--- config.mk ---
export PLATFORM = sky130hd
export DESIGN_NAME = cfg_regbank
export DESIGN_NICKNAME = d
export VERILOG_FILES = /design/src/rtl/cfg_regbank_pkg.sv /design/src/rtl/cfg_wr_merge.sv /design/src/rtl/cfg_adc_req.sv /design/src/rtl/cfg_eep_port.sv /design/src/rtl/cfg_regbank.sv
export SDC_FILE = /design/constraint.sdc
export NUM_CORES = 1
export LEC_CHECK = 0
export BUFFER_PORTS_ARGS = -buffer_cell sky130_fd_sc_hd__buf_4
export CAP_MARGIN = 40
export CORE_MARGIN = 5
export CORE_UTILIZATION = 35
export CTS_BUF_LIST = sky130_fd_sc_hd__clkbuf_8
export CTS_CLUSTER_SIZE = 8
export DETAILED_ROUTE_END_ITERATION = 12
export GPL_TIMING_DRIVEN = 0
export PLACE_DENSITY = 0.66
export RECOVER_POWER = 50
export SLEW_MARGIN = 20
export SYNTH_ARGS = -nofsm -noshare
export SYNTH_HDL_FRONTEND = slang
export SYNTH_HIERARCHICAL = 1
export SYNTH_SLANG_ARGS = --single-unit
--- constraint.sdc ---
create_clock -name clk -period 1.6 [get_ports clk]
set_input_delay 0.08 -clock clk [delete_from_list [all_inputs] [get_ports clk]]
set_output_delay 0.08 -clock clk [all_outputs]
set_load 0.05 [all_outputs]
--- src/rtl/cfg_regbank_pkg.sv ---
// Package: shared widths, slot indices and the address table of the bank.
// Assumes the slot order below is the only order used by every submodule.
package cfg_regbank_pkg;
    localparam int AW     = 6;
    localparam int DW     = 8;
    localparam int NSLOT  = 7;
    localparam int NCH    = 2;
    localparam int TRIM_W = 4;
    localparam logic [TRIM_W-1:0] TRIM_RST = 4'd8;

    // slot indices
    localparam int S_RBS0 = 0;   // 36, 37 follow as S_RBS0 + channel
    localparam int S_TRIM = 2;
    localparam int S_EEP  = 3;
    localparam int S_EEN  = 4;
    localparam int S_MODE = 5;
    localparam int S_REQ  = 6;

    // address of each slot, index 0 rightmost
    localparam logic [NSLOT-1:0][AW-1:0] SLOT_ADDR =
        {6'd43, 6'd42, 6'd41, 6'd40, 6'd38, 6'd37, 6'd36};

    // serial master may write/read a slot only where the bit is 1
    localparam logic [NSLOT-1:0] SPI_WMASK = 7'b1100111;
    localparam logic [NSLOT-1:0] SPI_RMASK = 7'b1110111;
endpackage

--- src/rtl/cfg_wr_merge.sv ---
// Write merge: turns the two masters' strobes into one write enable and
// one data word per slot. Applies the access rules and gives the
// microcontroller priority on a collision. Assumes addresses in SLOT_ADDR are distinct.
module cfg_wr_merge #(
    parameter int AW    = 6,
    parameter int DW    = 8,
    parameter int NSLOT = 7,
    parameter int EEP_SLOT = 3,
    parameter logic [NSLOT-1:0][AW-1:0] SLOT_ADDR = '0,
    parameter logic [NSLOT-1:0] SPI_WMASK = '0
) (
    input  logic                      spi_we,
    input  logic [AW-1:0]             spi_addr,
    input  logic [DW-1:0]             spi_wdata,
    input  logic                      mcu_we,
    input  logic [AW-1:0]             mcu_addr,
    input  logic [DW-1:0]             mcu_wdata,
    input  logic                      eep_en,
    output logic [NSLOT-1:0]          slot_we,
    output logic [NSLOT-1:0][DW-1:0]  slot_wd
);
    logic [NSLOT-1:0] spi_hit;
    logic [NSLOT-1:0] mcu_hit;

    for (genvar s = 0; s < NSLOT; s++) begin : g_slot
        localparam bit IS_EEP = (s == EEP_SLOT);
        // serial hit honours its write mask
        assign spi_hit[s] = spi_we && (spi_addr == SLOT_ADDR[s]) && SPI_WMASK[s];
        // microcontroller hit; the EEPROM slot needs the enable
        assign mcu_hit[s] = mcu_we && (mcu_addr == SLOT_ADDR[s]) && (!IS_EEP || eep_en);
        assign slot_we[s] = spi_hit[s] | mcu_hit[s];
        // microcontroller data wins on a shared slot
        assign slot_wd[s] = mcu_hit[s] ? mcu_wdata : spi_wdata;
    end
endmodule

--- src/rtl/cfg_adc_req.sv ---
// Converter request flags: one pending bit per channel. It is set by a
// write of 1, emits a one-cycle start pulse and clears on that channel's done.
// Assumes done arrives as a pulse and is ignored while idle.
module cfg_adc_req #(
    parameter int NCH = 2
) (
    input  logic           clk,
    input  logic           rst_n,
    input  logic           req_we,
    input  logic [NCH-1:0] req_wd,
    input  logic [NCH-1:0] adc_done,
    output logic [NCH-1:0] pend,
    output logic [NCH-1:0] adc_start
);
    for (genvar c = 0; c < NCH; c++) begin : g_ch
        // pending flag and start pulse of one channel
        always_ff @(posedge clk) begin
            if (!rst_n) begin
                pend[c]      <= 1'b0;
                adc_start[c] <= 1'b0;
            end else begin
                adc_start[c] <= 1'b0;
                if (pend[c]) begin
                    if (adc_done[c]) pend[c] <= 1'b0;
                end else if (req_we && req_wd[c]) begin
                    pend[c]      <= 1'b1;
                    adc_start[c] <= 1'b1;
                end
            end
        end


        start_pend_chk: assert property (@(posedge clk) disable iff (!rst_n)
            adc_start[c] |-> pend[c]);

        start_once_chk: assert property (@(posedge clk) disable iff (!rst_n)
            adc_start[c] |=> !adc_start[c]);

        done_clear_chk: assert property (@(posedge clk) disable iff (!rst_n)
            (pend[c] && adc_done[c]) |=> !pend[c]);
    end
endmodule

--- src/rtl/cfg_eep_port.sv ---
// Bit-banged EEPROM port. It is held at clock 0 / data 1 while disabled,
// and it follows microcontroller writes while enabled.
// Assumes the write strobe is already qualified by the enable upstream.
module cfg_eep_port (
    input  logic       clk,
    input  logic       rst_n,
    input  logic       en,
    input  logic       we,
    input  logic [1:0] wd,
    input  logic       dat_i,
    output logic       dat_o,
    output logic       clk_o,
    output logic [1:0] rd
);
    logic dat_q, clk_q;

    // port register, parked while the enable is low
    always_ff @(posedge clk) begin
        if (!rst_n || !en) begin
            dat_q <= 1'b1;
            clk_q <= 1'b0;
        end else if (we) begin
            dat_q <= wd[0];
            clk_q <= wd[1];
        end
    end

    assign clk_o = clk_q & en;
    assign dat_o = en ? dat_q : 1'b1;
    assign rd    = en ? {clk_q, dat_i} : 2'b00;


    parked_clk_chk: assert property (@(posedge clk) disable iff (!rst_n)
        !$past(en) |-> (clk_q == 1'b0 && dat_q == 1'b1));

    drive_follow_chk: assert property (@(posedge clk) disable iff (!rst_n)
        (en && we) |=> (!en || (clk_o == $past(wd[1]) && dat_o == $past(wd[0]))));
endmodule

--- src/rtl/cfg_regbank.sv ---
// Top of the dual-master configuration bank. It merges the writes, holds
// the plain registers and builds the read views for each master.
// Assumes a synchronous active-low reset and single-cycle write strobes.
module cfg_regbank
    import cfg_regbank_pkg::*;
(
    input  logic              clk,
    input  logic              rst_n,
    input  logic              spi_we,
    input  logic [AW-1:0]     spi_addr,
    input  logic [DW-1:0]     spi_wdata,
    output logic [DW-1:0]     spi_rdata,
    input  logic              mcu_we,
    input  logic [AW-1:0]     mcu_addr,
    input  logic [DW-1:0]     mcu_wdata,
    output logic [DW-1:0]     mcu_rdata,
    output logic [NCH-1:0]    adc_start,
    input  logic [NCH-1:0]    adc_done,
    output logic              eep_dat_o,
    output logic              eep_clk_o,
    input  logic              eep_dat_i,
    output logic [TRIM_W-1:0] ref_trim,
    output logic              tune_mode,
    output logic              offs_sel,
    output logic [NCH-1:0]    rb_analog
);
    logic [NSLOT-1:0]         slot_we;
    logic [NSLOT-1:0][DW-1:0] slot_wd;
    logic [NSLOT-1:0][DW-1:0] rd_slot;
    logic                     een_q;
    logic [TRIM_W-1:0]        trim_q;
    logic                     tune_q, offs_q;
    logic [NCH-1:0]           rbs_q;
    logic [NCH-1:0]           pend;
    logic [1:0]               eep_rd;
    logic                     unused_wd;

    cfg_wr_merge #(
        .AW(AW), .DW(DW), .NSLOT(NSLOT), .EEP_SLOT(S_EEP),
        .SLOT_ADDR(SLOT_ADDR), .SPI_WMASK(SPI_WMASK)
    ) u_merge (
        .spi_we(spi_we), .spi_addr(spi_addr), .spi_wdata(spi_wdata),
        .mcu_we(mcu_we), .mcu_addr(mcu_addr), .mcu_wdata(mcu_wdata),
        .eep_en(een_q), .slot_we(slot_we), .slot_wd(slot_wd)
    );

    cfg_adc_req #(.NCH(NCH)) u_req (
        .clk(clk), .rst_n(rst_n),
        .req_we(slot_we[S_REQ]), .req_wd(slot_wd[S_REQ][NCH-1:0]),
        .adc_done(adc_done), .pend(pend), .adc_start(adc_start)
    );

    cfg_eep_port u_eep (
        .clk(clk), .rst_n(rst_n), .en(een_q),
        .we(slot_we[S_EEP]), .wd(slot_wd[S_EEP][1:0]),
        .dat_i(eep_dat_i), .dat_o(eep_dat_o), .clk_o(eep_clk_o), .rd(eep_rd)
    );

    // read-back source selects, one register per driver channel
    for (genvar c = 0; c < NCH; c++) begin : g_rbs
        always_ff @(posedge clk) begin
            if (!rst_n)                    rbs_q[c] <= 1'b0;
            else if (slot_we[S_RBS0 + c])  rbs_q[c] <= slot_wd[S_RBS0 + c][DW-1];
        end
        assign rd_slot[S_RBS0 + c] = {rbs_q[c], {(DW-1){1'b0}}};
    end

    // reference trim register
    always_ff @(posedge clk) begin
        if (!rst_n)               trim_q <= TRIM_RST;
        else if (slot_we[S_TRIM]) trim_q <= slot_wd[S_TRIM][TRIM_W-1:0];
    end

    // engineering enable; the merge only lets the microcontroller reach it
    always_ff @(posedge clk) begin
        if (!rst_n)              een_q <= 1'b0;
        else if (slot_we[S_EEN]) een_q <= slot_wd[S_EEN][0];
    end

    // mode register; reserved bits 1 and 2 are never stored
    always_ff @(posedge clk) begin
        if (!rst_n) begin
            tune_q <= 1'b0;
            offs_q <= 1'b1;
        end else if (slot_we[S_MODE]) begin
            tune_q <= slot_wd[S_MODE][0];
            offs_q <= slot_wd[S_MODE][3];
        end
    end

    // read values of the remaining slots
    always_comb begin
        rd_slot[S_TRIM] = DW'(trim_q);
        rd_slot[S_EEP]  = DW'(eep_rd);
        rd_slot[S_EEN]  = DW'(een_q);
        rd_slot[S_MODE] = DW'({offs_q, 2'b00, tune_q});
        rd_slot[S_REQ]  = DW'(pend);
    end

    // read views of both masters, unmapped addresses give 0
    always_comb begin
        spi_rdata = '0;
        mcu_rdata = '0;
        for (int s = 0; s < NSLOT; s++) begin
            if (spi_addr == SLOT_ADDR[s] && SPI_RMASK[s]) spi_rdata = rd_slot[s];
            if (mcu_addr == SLOT_ADDR[s])                 mcu_rdata = rd_slot[s];
        end
    end

    assign ref_trim  = trim_q;
    assign tune_mode = tune_q;
    assign offs_sel  = offs_q;
    assign rb_analog = rbs_q;
    assign unused_wd = ^slot_wd;


    trim_reset_chk: assert property (@(posedge clk) disable iff (!rst_n)
        $past(!rst_n) |-> (ref_trim == TRIM_RST && offs_sel && !tune_mode));

    een_owner_chk: assert property (@(posedge clk) disable iff (!rst_n)
        $rose(een_q) |-> $past(mcu_we && mcu_addr == SLOT_ADDR[S_EEN]));

    mode_rsv_chk: assert property (@(posedge clk) disable iff (!rst_n)
        (mcu_addr == SLOT_ADDR[S_MODE]) |-> (mcu_rdata[2:1] == 2'b00));

    mcu_wins_chk: assert property (@(posedge clk) disable iff (!rst_n)
        (spi_we && mcu_we && spi_addr == SLOT_ADDR[S_TRIM] && mcu_addr == SLOT_ADDR[S_TRIM])
        |=> ref_trim == $past(mcu_wdata[TRIM_W-1:0]));

    unmapped_rd_chk: assert property (@(posedge clk) disable iff (!rst_n)
        (mcu_addr == 6'd39) |-> (mcu_rdata == '0));
endmodule

==> run metrics <==
Max Fanout on Critical Path 8; row count 22; Non-Filler Instances roughly 240; Slew HR 59.30%; commonest non-fill, non-tap cell in the layout buf_4; Hold Path Cell Cnt 2; drt total wl roughly 3700 um; CP max stage cell dfxtp_4; area of placed instances 1764 um2; Die Y 70.62 um; Post-DRT Antenna Nets 0; Max IR drop VDD 0.0003922 V; Setup crit end kind output pin; Crit Reg-Reg Endpoint u_eep/dat_q$_SDFFE_PP1P_; full die area 4987 um2; Required @ worst endpoint 1.52 ns; # IOs 63; Fmax achieved ~660 MHz; reg-to-reg slack, setup 0.27 ns; largest net degree at the start of global routing 16; clock skew 0.0003088 ns; worst min path class input pin to flop; DR iter-0 viols 27; post-detail-place hpwl 2954 um; Final period util a little over nine tenths; Ant. Diodes 0; Placed Cells 239; CTS clk-pin slew, worst paths 0.06 ns; Via density 5.107; nets 232; routed len/inst 15.17 um; CP arrival 1.44 ns; initial antenna violation count 0; Total Routing Usage GR 14.48%; HP Start adc_done[0]; Endpoint, Worst Hold u_req/pend[0]$_SDFF_PN0_; CP max stage delay 0.37 ns; most frequent cells in the layout buf_4 (40), clkbuf_1 (15), dfxtp_1 (14), mux2i_1 (13), mux2_2 (12); RePlAce Congestion 0.8009; Mapped Area 1286 um2; YS warnings 6; post-cts hold buffer count 0; Pins Over Slew Limit 0; CP Class flop to output pin; Slew @ Worst Pin 0.6131 ns; clock buffer depth 2; core area about 3600 um2; Max Cap Viol 0; H-tree Lvls 1; leakage about 0.72 nW; Crit path max-delay family flip-flops; Final min period 1.521 ns; Worst Reg-to-Reg Cells 5; Hold Slack 0.02102 ns; Die Width 70.62 um; Area Growth Syn to Fin 37.06%; CP startpoint kind flop; worst path cell trace and2_4 > buf_4 > nor3b_2 > a31oi_1 > o2bb2ai_2 > buf_6; global-route wire length before repair 6023 um; Hold Vio Cnt, Final 0; worst reg2reg startpoint een_q$_SDFFE_PN0P_; synthesized instance count 137; CTS tree built; fraction of layout cells with a size suffix above 1 44.39%; CP bufs+invs 2; Skew-Pair Late Insertion Delay 0.25 ns; register area 304.0 um2; syn avg cell area roughly 9.4 um2; Total Power slightly above 0.9 mW; CTS Sinks 15; Residual DRC 0; I/O Buffers 49; clk root buf clkbuf_8; pwr/cell area 513.9 nW/um2; GRT overflow 0; TritonCTS Buffers 3; status complete, no violations; number of global-route vias before repair 1307; Setup Viol. Count Final 0; Fillers 361; total number of vias 1246; Multi-input gate area 905.9 um2; unrepaired setup endpoints after global routing no; Util after Layout slightly below 50%; drt first pass iters 4; initial core utilization 35.67%; Final Cell Area about 1800 um2
## layer usage
layer	global-route usage, %	routed length, um
met1	17.38	1567
met2	26.72	1916
met3	2.415	219
met4	3.549	0
met5	0	0
## flip-flops by register name, summed over array words and instances, names as in the netlist
| register | cells |
|---|---|
| ref_trim | 4 |
| rb_analog | 2 |
| u_req/adc_start | 2 |
| u_req/pend | 2 |
| een_q | 1 |
| offs_sel | 1 |
| tune_mode | 1 |
| u_eep/clk_q | 1 |
| u_eep/dat_q | 1 |
## power breakdown
group | leakage, nW | switching (mW) | internal, mW
Combinational | 0.574 | 0.120 | 0.104
Clock | 0.0255 | 0.133 | 0.172
Sequential | 0.122 | 0.00249 | 0.374
## timing repair
| item | CTS | global route |
|---|---|---|
| gates resized for setup | 3 | 2 |
| setup endpoints to repair | 1 | 1 |
| buffers inserted | 0 | 1 |
| gates cloned | 0 | 0 |
| pin swaps | 0 | 2 |
## through the flow
step	setup TNS, ns	setup WS (ns)
floorplan	-0.2649	-0.2649
global placement	-0.6573	-0.1194
detailed placement	-0.8992	-0.1681
CTS	0	0.01022
global route	0	0.009264
finish	0	0.07939
## layout make-up
type | instances | area share, %
Multi-Input combinational cell | 106 | 51.38
Timing Repair Buffer | 50 | 18.31
Sequential cell | 15 | 17.25
Buffer | 14 | 5.536
Tap cell | 48 | 3.407
Clock buffer | 3 | 2.342
Inverter | 7 | 1.490
Clock inverter | 1 | 0.2839
## how the worst max path moves through the flow
stage / from / end / slack, ns / cells past startpoint
final: een_q$_SDFFE_PN0P_ / mcu_rdata[1] / 0.08 / 6
after global routing: een_q$_SDFFE_PN0P_ / mcu_rdata[1] / 0.009 / 6
after CTS: een_q$_SDFFE_PN0P_ / mcu_rdata[1] / 0.01 / 6
after detailed placement: mcu_addr[4] / ref_trim[3]$_SDFFE_PN1P_ / -0.17 / 7
after global placement: mcu_addr[4] / ref_trim[3]$_SDFFE_PN1P_ / -0.12 / 7
after floorplan: een_q$_SDFFE_PN0P_ / mcu_rdata[1] / -0.26 / 5
No activity file was read; power rests on OpenSTA's default activity.
